$ cat config.mk
export PLATFORM = sky130hd
export DESIGN_NAME = clksrc_mode_ctrl
export DESIGN_NICKNAME = d
export VERILOG_FILES = /design/src/rtl/clksrc_pkg.sv /design/src/rtl/csm_ctrl_regs.sv /design/src/rtl/csm_osc_gate.sv /design/src/rtl/csm_mode_fsm.sv /design/src/rtl/clksrc_mode_ctrl.sv
export SDC_FILE = /design/constraint.sdc
export NUM_CORES = 1
export LEC_CHECK = 0
export ABC_AREA = 1
export CAP_MARGIN = 10
export CORE_AREA = 4 4 41 43
export CTS_CLUSTER_DIAMETER = 80
export DETAILED_ROUTE_END_ITERATION = 12
export DIE_AREA = 0 0 45 47
export DONT_BUFFER_PORTS = 1
export PLACE_DENSITY_LB_ADDON = 0.12
export SLEW_MARGIN = 25
export SYNTH_ARGS = -nofsm -noshare
export SYNTH_HDL_FRONTEND = slang
export SYNTH_SLANG_ARGS = --single-unit
$ cat constraint.sdc
create_clock -name clk -period 1.3 [get_ports clk]
set_input_delay 0.195 -clock clk [delete_from_list [all_inputs] [get_ports clk]]
set_output_delay 0.195 -clock clk [all_outputs]
set_load 0.05 [all_outputs]
$ cat src/rtl/clksrc_pkg.sv
package clksrc_pkg;
  localparam int ADDR_W = 2;
  localparam int CTRL_W = 3;

  localparam logic [ADDR_W-1:0] A_SRC  = 2'd0;
  localparam logic [ADDR_W-1:0] A_HALT = 2'd1;

  localparam int B_SUB_REQ  = 0;
  localparam int B_MAIN_SEL = 1;
  localparam int B_HALT_DIR = 0;
  localparam int B_HALT_SUB = 1;
  localparam int B_HALT_RNG = 2;

  typedef enum logic [1:0] {
    SRC_RING = 2'b00,
    SRC_MAIN = 2'b01,
    SRC_SUB  = 2'b10
  } src_e;

  typedef struct packed {
    logic sub_req;
    logic main_sel;
    logic halt_dir;
    logic halt_sub;
    logic halt_rng;
  } ctrl_t;
endpackage

$ cat src/rtl/csm_ctrl_regs.sv
module csm_ctrl_regs
  import clksrc_pkg::*;
(
  input  logic              clk,
  input  logic              rst_n,
  input  logic              wr_en,
  input  logic [ADDR_W-1:0] wr_addr,
  input  logic [CTRL_W-1:0] wr_data,
  output ctrl_t             ctrl_q
);
  ctrl_t ctrl_d;
  logic  src_we;
  logic  halt_we;

  assign src_we  = wr_en && (wr_addr == A_SRC);
  assign halt_we = wr_en && (wr_addr == A_HALT);

  always_comb begin
    ctrl_d = ctrl_q;
    if (src_we) begin
      ctrl_d.sub_req  = wr_data[B_SUB_REQ];
      ctrl_d.main_sel = wr_data[B_MAIN_SEL];
    end
    if (halt_we) begin
      ctrl_d.halt_dir = wr_data[B_HALT_DIR];
      ctrl_d.halt_sub = wr_data[B_HALT_SUB];
      ctrl_d.halt_rng = wr_data[B_HALT_RNG];
    end
  end

  always_ff @(posedge clk or negedge rst_n) begin
    if (!rst_n) begin
      ctrl_q <= '0;
    end else if (src_we || halt_we) begin
      ctrl_q <= ctrl_d;
    end
  end
endmodule

$ cat src/rtl/csm_osc_gate.sv
module csm_osc_gate
  import clksrc_pkg::*;
(
  input  src_e  mode_q,
  input  ctrl_t ctrl_q,
  input  logic  ring_sw_stop_ok,
  output logic  main_osc_en,
  output logic  ring_osc_en
);
  always_comb begin
    unique case (mode_q)
      SRC_MAIN: main_osc_en = 1'b1;
      SRC_SUB:  main_osc_en = !ctrl_q.halt_sub;
      default:  main_osc_en = !ctrl_q.halt_dir;
    endcase
  end

  always_comb begin
    if (mode_q == SRC_RING) begin
      ring_osc_en = 1'b1;
    end else begin
      ring_osc_en = !(ctrl_q.halt_rng && ring_sw_stop_ok);
    end
  end
endmodule

$ cat src/rtl/csm_mode_fsm.sv
module csm_mode_fsm
  import clksrc_pkg::*;
(
  input  logic  clk,
  input  logic  rst_n,
  input  ctrl_t ctrl_q,
  input  logic  main_ok,
  input  logic  ring_ok,
  input  logic  sub_ok,
  output src_e  mode_q
);
  src_e mode_d;
  logic mode_ce;

  always_comb begin
    mode_d = mode_q;
    unique case (mode_q)
      SRC_RING: begin
        if (ctrl_q.main_sel && main_ok) mode_d = SRC_MAIN;
      end
      SRC_MAIN: begin
        if (ctrl_q.sub_req) begin
          if (sub_ok) mode_d = SRC_SUB;
        end else if (!ctrl_q.main_sel && ring_ok) begin
          mode_d = SRC_RING;
        end
      end
      SRC_SUB: begin
        if (!ctrl_q.sub_req && main_ok) mode_d = SRC_MAIN;
      end
      default: mode_d = SRC_RING;
    endcase
  end

  assign mode_ce = (mode_d != mode_q);

  always_ff @(posedge clk or negedge rst_n) begin
    if (!rst_n) begin
      mode_q <= SRC_RING;
    end else if (mode_ce) begin
      mode_q <= mode_d;
    end
  end
endmodule

$ cat src/rtl/clksrc_mode_ctrl.sv
module clksrc_mode_ctrl
  import clksrc_pkg::*;
(
  input  logic              clk,
  input  logic              rst_n,
  input  logic              wr_en,
  input  logic [ADDR_W-1:0] wr_addr,
  input  logic [CTRL_W-1:0] wr_data,
  input  logic              ring_sw_stop_ok,
  input  logic              main_rdy,
  input  logic              ring_rdy,
  input  logic              sub_rdy,
  output logic              main_osc_en,
  output logic              ring_osc_en,
  output logic [1:0]        clk_sel,
  output logic              stat_sub,
  output logic              stat_main
);
  ctrl_t ctrl_q;
  src_e  mode_q;

  csm_ctrl_regs u_regs (
    .clk     (clk),
    .rst_n   (rst_n),
    .wr_en   (wr_en),
    .wr_addr (wr_addr),
    .wr_data (wr_data),
    .ctrl_q  (ctrl_q)
  );

  csm_osc_gate u_gate (
    .mode_q          (mode_q),
    .ctrl_q          (ctrl_q),
    .ring_sw_stop_ok (ring_sw_stop_ok),
    .main_osc_en     (main_osc_en),
    .ring_osc_en     (ring_osc_en)
  );

  csm_mode_fsm u_fsm (
    .clk     (clk),
    .rst_n   (rst_n),
    .ctrl_q  (ctrl_q),
    .main_ok (main_rdy && main_osc_en),
    .ring_ok (ring_rdy && ring_osc_en),
    .sub_ok  (sub_rdy),
    .mode_q  (mode_q)
  );

  assign clk_sel   = mode_q;
  assign stat_sub  = (mode_q == SRC_SUB);
  assign stat_main = (mode_q == SRC_SUB) || (mode_q == SRC_MAIN);
endmodule

Word-level counts from Yosys, hierarchy flattened
Cells that the tools add are included.
Cells by class
  mux-type cells: 8
  eq/ne operators: 4
  reduce and logical (&&, ||, !) cells: 19
Operators with widths (count)
  2-to-1 mux 2 bit: 5
  logical AND 1 bit: 8
  one-hot mux 2 bit (3 select lines): 1
  zero test 1 bit: 5
  == test 2 x 1 -> 1 bit, second input constant: 2
  zero test 2 bit: 2
  AND reduction 2 bit: 2
  == test 2 bit, second input constant: 1
  logical OR 1 bit: 2
  inequality test 2 bit: 1
  one-hot mux 1 bit (2 select lines): 1
  2-to-1 mux 1 bit: 1
Storage, ports and cells
  register bits after elaboration: 7
  input port bits: 12

Longest topological paths before layout
Gate-level depths: netlist (run 1).
  depth after elaboration: 9
  depth in mapped cells: 10

Hierarchy
From an unflattened synthesis (run 1), not the netlist that was laid out.
Second synthesis, totals
  cell total of the unflattened synthesis: 62
  area total of the unflattened synthesis: 461.7 um2
By module, submodules not included
  csm_ctrl_regs: cells each 24, sequential area each 125.1 um2, area each 215.2 um2, instances 1
  csm_mode_fsm: cells each 18, sequential area each 50.0 um2, area each 131.4 um2, instances 1
  csm_osc_gate: cells each 13, sequential area each 0.0 um2, area each 80.1 um2, instances 1
  clksrc_mode_ctrl: cells each 7, sequential area each 0.0 um2, area each 35.0 um2, instances 1

Worst setup path before layout (run 1)
No wires, ideal clock.
  kind: reg-to-output
  start point: register u_fsm.mode_q[1]
  end point: output main_osc_en
  data arrival time: 2778 ps
  setup slack: -1673 ps
  stages on the path, launching flop included: 6
  data required time: 1105 ps
  buffers on the path: 0
  path through: dfrtp_1 inv_1 ha_1 inv_1 nand2_1 a21boi_0
Between the ends
  cells in the longest elaborated chain, start to end: 2
  elaborated cells on any way between the ends: 3
Ends and longest elaborated chain
  start, declared: line csm_mode_fsm.sv:10  | output src_e mode_q
  start signal, assigned: line csm_mode_fsm.sv:41  | mode_q <= mode_d;
  == test 2 bit or == test 2 x 1 -> 1 bit (tied branches): line csm_osc_gate.sv:11  | unique case (mode_q)
  one-hot mux 1 bit (2 select lines) (*): line csm_osc_gate.sv:11
  end, declared: line clksrc_mode_ctrl.sv:13  | output logic main_osc_en,
Every way passes the cells marked *; elsewhere a longest branch is shown, timed or not.

Final worst setup path (run 1)
  start point: register u_fsm.mode_q[0]
  end point: output main_osc_en
The elaborated chain is that of the path after synthesis.

==> results of run 1 <==
## placed cells by master (no fill, tap or decap), types with 2 or more instances in the layout
cell type  count
inv_1          7
dfrtp_1        5
dfrtp_2        2
nand2_4        2
o21ai_0        2
buf_8          2
buf_4          9
buf_6          3
o21ai_1        2
inv_4          2
nand3_2        2
nand3_1        2
ha_1           2
clkbuf_4       3
inv_2          2
nor2_1         5
nand2_1       11
## worst paths after layout
| kind | from | to | slack, ns |
|---|---|---|---|
| max | u_fsm.mode_q[0] | main_osc_en | -0.29 |
| min | wr_data[2] | u_regs.ctrl_q[0] | 0.08 |
| max reg2reg | u_fsm.mode_q[0] | u_fsm.mode_q[0] | -0.14 |
| min reg2reg | u_regs.ctrl_q[1] | u_regs.ctrl_q[1] | 0.50 |
| max in group asynchronous | rst_n | u_fsm.mode_q[1] | 0.73 |
| min in group asynchronous | rst_n | u_regs.ctrl_q[4] | 0.29 |
## sequential cells by signal, indices dropped and copies added (netlist names)
register	cells
u_regs.ctrl_q	5
u_fsm.mode_q	2
## Yosys cell counts, drive strengths merged
| cell | count | area share [%] |
|---|---|---|
| dfrtp | 7 | 36 |
| a21oi | 1 | 1.0 |
| mux2 | 1 | 2.3 |
| nand3 | 5 | 7.2 |
| a21boi | 1 | 1.5 |
| inv | 11 | 8.5 |
| ha | 4 | 10 |
| nand2 | 14 | 12 |
| nor2 | 6 | 5.2 |
| nand4 | 2 | 3.9 |
| o21ai | 4 | 4.1 |
| o21bai | 1 | 2.3 |
| nand3b | 2 | 5.7 |
## kinds of logic (layout without fill, tap and decap cells)
family	after synthesis	in the layout	synth area share, %
and+or+nand+nor	29	29	33.8
AOI/OAI and AO/OA	7	7	9.02
muxes	1	1	2.32
buffers and inverters	11	31	8.51
adders and majority gates	4	4	10.3
DFF	7	7	36.1
## layout make-up
class                      instances  area [µm²]  share of cell area, %
inverter                          11        46.3                   6.13
multi-input combinational         41         325                   43.0
timing repair buffer              16         161                   21.4
sequential                         7         178                   23.5
clock buffer                       4        26.3                   3.48
tap                               15        18.8                   2.48
## routing by layer
layer / up-vias / global-route usage (%) / routed length (µm)
li1: 231 / - / -
met1: 198 / 14.8 / 516
met2: 10 / 17.5 / 547
met3: 2 / 3.07 / 43
met4: 0 / 10.5 / 11
met5: - / 0 / 0
## report_power, final
| group | switching, mW | internal (mW) |
|---|---|---|
| registers | 0.0447 | 0.272 |
| clock network | 0.0861 | 0.118 |
| logic | 0.779 | 0.685 |
## per-stage QoR
stage | TNS, ns | power (mW) | setup slack [ns]
2_1_floorplan | -1.09 | 1.14 | -0.398
3_3_place_gp | -0.136 | 1.45 | -0.0543
3_5_place_dp | -0.232 | 1.45 | -0.0920
4_1_cts | -1.04 | 1.90 | -0.321
5_1_grt | -1.34 | 2.10 | -0.355
6_report | -0.991 | 1.98 | -0.292
## worst max-delay path, cell delays in order, from the launching register on
cell and delay [ns]:
dfrtp_2 0.39, inv_2 0.06, ha_4 0.28, inv_4 0.04, nand2_4 0.04, a21boi_4 0.19, buf_12 0.15
## what timing repair did
| item | CTS | global route |
|---|---|---|
| gates resized for setup | 10 | 3 |
| buffers inserted | 3 | 2 |
| hold endpoints to repair | 7 | 0 |
| pin swaps | 8 | 4 |
| hold buffers | 1 | 0 |
| endpoints found under the setup margin | 6 | 6 |
==> flow_metrics.env, run 1 <==
export IMPL_power_density_nw_per_um2=2620
export IMPL_coreArea_um2=1300
export IMPL_root_buffer="clkbuf_4"
export IMPL_synth_seq_cells=7
export IMPL_setup_viol=6
export IMPL_avgSynthCellArea_um2=8.23
export IMPL_drive_gt1_share_pct=46.8
export IMPL_drc=0
export IMPL_leakage_nw=0.378
export IMPL_fin_nets=96
export IMPL_ys_seq_area_share_pct=36.1
export IMPL_start_util_pct=37.3
export IMPL_cts_tree="yes"
export IMPL_r2r_cells=10
export IMPL_syn_to_final_growth_pct=55.7
export IMPL_hold_viol=0
export IMPL_die_w_um=45
export IMPL_synth_distinct_cells=20
export IMPL_dieArea_um2=2120
export IMPL_period_minus_slack_ns=1.59
export IMPL_min_path_type="input port to flop"
export IMPL_finalCritPeriodShare_pct=122
export IMPL_fin_skew_ns=0.00230
export IMPL_grt_pass1_wl_um=1750
export IMPL_firstDrtPassIters=4
export IMPL_clkLatencyLatePin_ns=0.25
export IMPL_violations="negative setup slack"
export IMPL_ant_nets=0
export IMPL_rsz0062_at_grt="yes"
export IMPL_antenna_cells=0
export IMPL_crit_path_max_fanout=4
export IMPL_grt_pass1_vias=399
export IMPL_final_util_pct=58.1
export IMPL_placed_cell_area_um2=631
export IMPL_dp_hpwl_um=845
export IMPL_fin_ws_ns=-0.292
export IMPL_die_h_um=47
export IMPL_clock_sinks=7
export IMPL_place_congestion=0.688
export IMPL_yosys_warnings=0
export IMPL_worst_hold_slack_ns=0.0767
export IMPL_vias=441
export IMPL_path_clk_slew_ns=0.05
export IMPL_slew_viol_final=0
export IMPL_slew_headroom_pct=76.1
export IMPL_worst_setup_path_type="flop to output pin"
export IMPL_dp_cells=84
export IMPL_fillers=129
export IMPL_wl_per_cell_um=11.9
export IMPL_drv_cap=0
export IMPL_cp_data_required_time_ns=1.11
export IMPL_worstPathArrival_ns=1.40
export IMPL_ios=18
export IMPL_drt_initial_drc_count=8
export IMPL_fin_cells=94
export IMPL_syn_nets=75
export IMPL_clk_path_buf_depth=2
export IMPL_htreeDepth=1
export IMPL_ir_worst_vdd_mv=0.987
export IMPL_grt_max_degree=8
export IMPL_final_design_area_no_fill_um2=756
export IMPL_syn_cell_area_um2=485
export IMPL_endpoint_kind="output pin"
export IMPL_tightestPinTransition_ns=0.358
export IMPL_rows=13
export IMPL_outcome="finished with violations"
export IMPL_fmax_mhz=628
export IMPL_viasPerCell=4.69
export IMPL_numCtsBuffers=3
export IMPL_wl_um=1120
export IMPL_whs_path_depth=1
export IMPL_gr_total_overflow=0
export IMPL_synth_cells=59
export IMPL_portBuffers=0
export IMPL_grt_util_all_layers_pct=12.1
export IMPL_start_kind="flop"
export IMPL_antenna_found_initial=0
Note: power is estimated with default switching activity, not from simulation.
==> inputs of run 2 (changes only) <==
--- a/config.mk
+++ b/config.mk
@@ -16,4 +16,5 @@
 export SLEW_MARGIN = 25
 export SYNTH_ARGS = -nofsm -noshare
 export SYNTH_HDL_FRONTEND = slang
+export SYNTH_HIERARCHICAL = 1
 export SYNTH_SLANG_ARGS = --single-unit
==> run 2 against run 1 <==
  * Clock power fell by 2%
  * Utilization fell by 7.1 points
  * Hold slack gained 0.0090 ns
  * Non-clock buffer count down 7
  * Routed wire length fell by 8.6%
  * Maximum frequency up 3.4%
  * Critical endpoint unchanged
  * Critical path type unchanged
  * Global-route usage down 0.54 points
  * The flow still finishes with violations (negative setup slack)
  * Flip-flop and latch count stayed put
==> flow_metrics.env, run 2 <==
export IMPL_outcome="finished with violations"
export IMPL_violations="negative setup slack"
export IMPL_portBuffers=0
export IMPL_fin_ws_ns=-0.240
export IMPL_worst_hold_slack_ns=0.0857
export IMPL_clkLatencyLatePin_ns=0.25
export IMPL_synth_distinct_cells=15
export IMPL_rows=13
export IMPL_endpoint_kind="output pin"
export IMPL_tightestPinTransition_ns=0.306
export IMPL_power_frac_clock_pct=11.3
export IMPL_synth_edf_count=0
export IMPL_antenna_found_initial=0
export IMPL_drive_gt1_share_pct=44.0
export IMPL_grt_pass1_wl_um=1660
export IMPL_yosys_warnings=6
export IMPL_cts_tree="yes"
export IMPL_viasPerCell=4.77
export IMPL_final_util_pct=51.0
export IMPL_synth_compound_area_share_pct=2.44
export IMPL_power_frac_seq_pct=18.1
export IMPL_antenna_cells=0
export IMPL_worst_setup_path_type="flop to output pin"
export IMPL_slew_headroom_pct=79.5
export IMPL_synthMuxAreaShare_pct=0
export IMPL_avgSynthCellArea_um2=7.45
export IMPL_largest_registers="u_regs/ctrl_q: 5 flops, u_fsm/mode_q: 2 flops"
export IMPL_synth_top_cells_by_area="dfrtp_1, nand2_1, ha_1"
export IMPL_numCtsBuffers=3
export IMPL_synth_seq_cells=7
export IMPL_die_h_um=47
export IMPL_leakage_nw=0.321
export IMPL_fmax_mhz=649
export IMPL_root_buffer="clkbuf_4"
export IMPL_rsz0062_at_grt="yes"
export IMPL_fin_skew_ns=0.00169
export IMPL_slew_viol_final=0
export IMPL_dp_hpwl_um=805
export IMPL_clk_path_buf_depth=2
export IMPL_synth_cells=62
export IMPL_ant_nets=0
export IMPL_ys_seq_area_share_pct=37.9
export IMPL_switchingPower_uw=894
export IMPL_clock_sinks=7
export IMPL_die_w_um=45
export IMPL_drc=0
export IMPL_fillers=142
export IMPL_syn_nets=78
export IMPL_gr_total_overflow=0
export IMPL_drt_initial_drc_count=2
export IMPL_synthFlopType="dfrtp_1"
export IMPL_crit_start="u_fsm/mode_q[1]"
export IMPL_ys_top_cells_by_count="nand2_1, inv_1, dfrtp_1, ha_1, nand4_1"
export IMPL_path_clk_slew_ns=0.05
export IMPL_hold_viol=0
export IMPL_place_congestion=0.645
export IMPL_synth_largest_area_cell="dfrtp_1"
export IMPL_r2r_start="u_fsm/mode_q[1]"
export IMPL_power_density_nw_per_um2=2660
export IMPL_final_common_cell="nand2_1"
export IMPL_final_cell_mix="nand2_1, inv_2, inv_1"
export IMPL_crit_path_max_fanout=2
export IMPL_vias=429
export IMPL_ios=18
export IMPL_synth_most_common_cell="nand2_1"
export IMPL_min_path_type="input port to flop"
export IMPL_top_register="u_regs/ctrl_q"
export IMPL_yosys_area_share_simple_pct=36.6
export IMPL_syn_cell_area_um2=462
export IMPL_fin_cells=90
export IMPL_worstPathArrival_ns=1.34
export IMPL_cp_data_required_time_ns=1.11
export IMPL_finalCritPeriodShare_pct=118
export IMPL_wl_per_cell_um=11.4
export IMPL_dieArea_um2=2120
export IMPL_grt_pass1_vias=411
export IMPL_period_minus_slack_ns=1.54
export IMPL_setup_viol=6
export IMPL_synth_top_area_share_pct=37.9
export IMPL_fin_nets=92
export IMPL_min_from="wr_data[1]"
export IMPL_combPwrFrac_pct=70.6
export IMPL_grt_max_degree=8
export IMPL_drv_cap=0
export IMPL_synthArstFlopShare_pct=100
export IMPL_internal_power_uw=871
export IMPL_start_kind="flop"
export IMPL_synth_top_family_by_area="simple AND/OR/NAND/NOR gates"
export IMPL_synthAdderAreaFrac_pct=10.8
export IMPL_firstDrtPassIters=2
export IMPL_dp_cells=84
export IMPL_yosys_area_share_xor_xnor_pct=0
export IMPL_start_util_pct=35.5
export IMPL_ir_worst_vdd_mv=1.22
export IMPL_coreArea_um2=1300
export IMPL_wl_um=1020
export IMPL_grt_util_all_layers_pct=11.6
export IMPL_htreeDepth=1
export IMPL_largest_register_ffs=5
export IMPL_syn_to_final_growth_pct=43.6
export IMPL_p_sw_share_pct=50.7
-- run 2: cell types whose count changed in the layout (fill, tap and decap cells not counted), sizes merged, moves of 2 or more --
cell and change:
buf -7, nand4 +2, nand2 +4, o21ai -4, inv +2
-- run 2: layout make-up --
cell class / instances / area, µm² / area share (%)
clock buffer: 4 / 26.3 / 3.96
multi-input combinational: 40 / 284 / 42.8
inverter: 15 / 62.6 / 9.43
tap: 15 / 18.8 / 2.83
timing repair buffer: 9 / 93.8 / 14.2
sequential: 7 / 178 / 26.8
-- run 2: what timing repair did --
item                       CTS  global route
setup buffers                0             1
setup endpoints to repair    6             6
hold buffers                 1             0
pin swaps                    3             0
gates resized for setup      8             4
hold endpoints to repair     7             0
-- run 2: routing by layer --
metal	GRT usage, %	up-vias	wire length (µm)
met1	12.1	190	398
met5	0	-	0
met4	5.26	0	19
li1	-	221	-
met3	7.28	2	90
met2	18.4	16	514
-- run 2: worst max-delay path, cell delays in order (launching register included) --
cell,delay [ns]
dfrtp_2,0.41
inv_2,0.09
ha_4,0.21
inv_2,0.05
nor2_2,0.04
a21oi_4,0.13
buf_6,0.17
-- run 2: kinds of logic (layout without fill, tap and decap cells) --
group / count (synthesis) / count (layout)
adder cells (fa/ha/maj): 4 / 4
flip-flops: 7 / 7
AO/OA/AOI/OAI: 2 / 2
buffers and inverters: 15 / 28
AND/OR/NAND/NOR: 34 / 34
-- run 2: final timing paths --
check / endpoint / slack (ns) / cells after the start
setup / recovery: main_osc_en / -0.24 / 6
hold / removal: u_regs/ctrl_q[3] / 0.09 / 2
setup reg to reg: u_fsm/mode_q[1] / -0.16 / 11
hold reg to reg: u_regs/ctrl_q[2] / 0.48 / 2
max in group asynchronous: u_fsm/mode_q[0] / 0.78 / 1
min in group asynchronous: u_regs/ctrl_q[0] / 0.27 / 1
-- run 2: power by group through the flow --
stage / Clock [mW] / Combinational [mW] / Sequential, mW
6_report: 0.199 / 1.25 / 0.319
5_1_grt: 0.225 / 1.34 / 0.325
4_1_cts: 0.208 / 1.18 / 0.317
3_5_place_dp: 0 / 1.07 / 0.320
3_3_place_gp: 0 / 1.07 / 0.318
2_1_floorplan: 0 / 0.690 / 0.432
-- run 2: stage by stage --
stage,power [mW],worst slack [ns],instance area [µm²],TNS [ns]
after floorplan,1.12,-0.516,494,-1.46
after global placement,1.38,-0.111,578,-0.220
after detailed placement,1.39,-0.130,578,-0.264
after CTS,1.70,-0.236,639,-0.767
after global routing,1.89,-0.301,663,-1.21
final,1.77,-0.240,663,-0.827
==> inputs of run 3 (changes only) <==
==> constraint.sdc (replaced) <==
create_clock -name clk -period 1.6 [get_ports clk]
set_input_delay 0.24 -clock clk [delete_from_list [all_inputs] [get_ports clk]]
set_output_delay 0.24 -clock clk [all_outputs]
set_load 0.05 [all_outputs]
==> run 3 against run 2 <==
  * The flow now finishes without violations
  * Highest routed layer is now met3
  * Final area down 3.6%
  * Count of clock-buffer cells in the layout unchanged
  * Sequential share of layout area up 1.0 points
  * Clock skew up 0.0036 ns
  * Via count down 2.1%
  * Non-clock buffer count up 2
  * Die area unchanged
  * Critical path type unchanged
  * Routed wire length up 1.7%
  * Setup slack better by 0.24 ns
  * Global-route usage up 0.73 points
  * Cell count up 2.2%
  * Power down 20%
==> flow_metrics.env, run 3 (synthesized netlist as in run 2, its figures left out) <==
export IMPL_outcome="completed"
export IMPL_ant_nets=0
export IMPL_drive_gt1_share_pct=37.7
export IMPL_setup_viol=0
export IMPL_portBuffers=0
export IMPL_drc=0
export IMPL_largest_registers="u_regs/ctrl_q: 5 flops, u_fsm/mode_q: 2 flops"
export IMPL_top_register="u_regs/ctrl_q"
export IMPL_min_path_type="input port to flop"
export IMPL_firstDrtPassIters=4
export IMPL_cp_data_required_time_ns=1.36
export IMPL_fin_skew_ns=0.00527
export IMPL_crit_path_max_fanout=4
export IMPL_root_buffer="clkbuf_4"
export IMPL_wl_per_cell_um=11.3
export IMPL_finalCritPeriodShare_pct=99.9
export IMPL_worst_setup_path_type="flop to output pin"
export IMPL_fillers=148
export IMPL_dp_cells=83
export IMPL_rows=13
export IMPL_clk_path_buf_depth=2
export IMPL_antenna_found_initial=0
export IMPL_largest_register_ffs=5
export IMPL_multiInputGateArea_um2=259
export IMPL_fin_cells=92
export IMPL_hold_viol=0
export IMPL_start_kind="flop"
export IMPL_seq_area_um2=178
export IMPL_gr_total_overflow=0
export IMPL_worst_hold_slack_ns=0.132
export IMPL_numCtsBuffers=3
export IMPL_rsz0062_at_grt="yes"
export IMPL_worstPathArrival_ns=1.36
export IMPL_tightestPinTransition_ns=0.327
export IMPL_ir_worst_vdd_mv=0.875
export IMPL_die_h_um=47
export IMPL_path_clk_slew_ns=0.06
export IMPL_endpoint_kind="output pin"
export IMPL_cts_tree="yes"
export IMPL_leakage_nw=0.336
export IMPL_drt_initial_drc_count=2
export IMPL_clkLatencyLatePin_ns=0.25
export IMPL_period_minus_slack_ns=1.60
export IMPL_die_w_um=45
export IMPL_htreeDepth=1
export IMPL_grt_pass1_wl_um=1770
export IMPL_coreArea_um2=1300
export IMPL_grt_max_degree=8
export IMPL_start_util_pct=35.5
export IMPL_wl_um=1040
export IMPL_antenna_cells=0
export IMPL_viasPerCell=4.57
export IMPL_grt_util_all_layers_pct=12.3
export IMPL_clock_sinks=7
export IMPL_dp_hpwl_um=840
export IMPL_slew_headroom_pct=78.1
export IMPL_power_density_nw_per_um2=2210
export IMPL_place_congestion=0.669
export IMPL_syn_to_final_growth_pct=38.5
export IMPL_final_common_cell="nand2_1"
export IMPL_ios=18
export IMPL_drv_cap=0
export IMPL_slew_viol_final=0
export IMPL_final_cell_mix="nand2_1, inv_1, buf_4"
export IMPL_fmax_mhz=626
export IMPL_vias=420
export IMPL_fin_nets=94
export IMPL_grt_pass1_vias=409
export IMPL_dieArea_um2=2120
-- run 3: cell count changes in the layout (fill, tap and decap cells not counted), sizes merged --
| cell | change |
|---|---|
| buf | +2 |
| clkinvlp | -1 |
| inv | +1 |
-- run 3: what timing repair did --
action | in CTS | in global routing
cloned | 0 | 0
hold buffers | 1 | 0
endpoints found under the setup margin | 1 | 2
buffers inserted | 4 | 0
endpoints found under the hold margin | 7 | 0
pin swaps | 2 | 0
resized for setup | 2 | 1
-- run 3: area by class of cell --
| type | instances | area share, % |
|---|---|---|
| flip-flops and latches | 7 | 27.8 |
| repair buffers | 11 | 15.9 |
| multi-input cells | 40 | 40.5 |
| inverters | 15 | 8.81 |
| clock buffers | 4 | 4.11 |
| well taps | 15 | 2.94 |
-- run 3: final timing paths --
check | start | to | slack (ns) | depth (start not counted)
max | u_fsm/mode_q[0] | main_osc_en | 0.002 | 6
min | wr_data[1] | u_regs/ctrl_q[3] | 0.13 | 2
max reg2reg | u_fsm/mode_q[0] | u_fsm/mode_q[0] | 0.18 | 11
min reg2reg | u_regs/ctrl_q[2] | u_regs/ctrl_q[2] | 0.47 | 2
max in group asynchronous | rst_n | u_fsm/mode_q[0] | 1.01 | 1
min in group asynchronous | rst_n | u_regs/ctrl_q[3] | 0.32 | 1
-- run 3: metrics by stage --
| step | worst slack, ns | TNS (ns) | util, % | cell area [µm²] | total power [mW] |
|---|---|---|---|---|---|
| 2_1_floorplan | -0.216 | -0.402 | - | 490 | 0.887 |
| 6_report | 0.00188 | 0 | 49.1 | 639 | 1.41 |
| 5_1_grt | -0.0746 | -0.0915 | 49.1 | 639 | 1.51 |
| 3_3_place_gp | 0.165 | 0 | 43.6 | 567 | 1.14 |
| 4_1_cts | -0.00848 | -0.00848 | 49.1 | 639 | 1.42 |
| 3_5_place_dp | 0.137 | 0 | 43.6 | 567 | 1.16 |
-- run 3: metal layers --
metal / track usage, % / up-vias / wire [µm]
li1: - / 224 / -
met1: 13.1 / 184 / 388
met2: 22.0 / 12 / 573
met3: 4.21 / 0 / 78
met4: 5.26 / 0 / 0
met5: 0 / - / 0
-- run 3: worst max-delay path, stage by stage (launching register included) --
cell	delay, ns
dfrtp_2	0.43
inv_2	0.09
ha_4	0.21
inv_2	0.05
nor2_2	0.04
a21oi_4	0.12
buf_6	0.17
-- run 3: power breakdown --
group	internal [mW]	switching, mW
clock network	0.0951	0.0636
registers	0.224	0.0397
logic	0.404	0.586
total	0.723	0.689
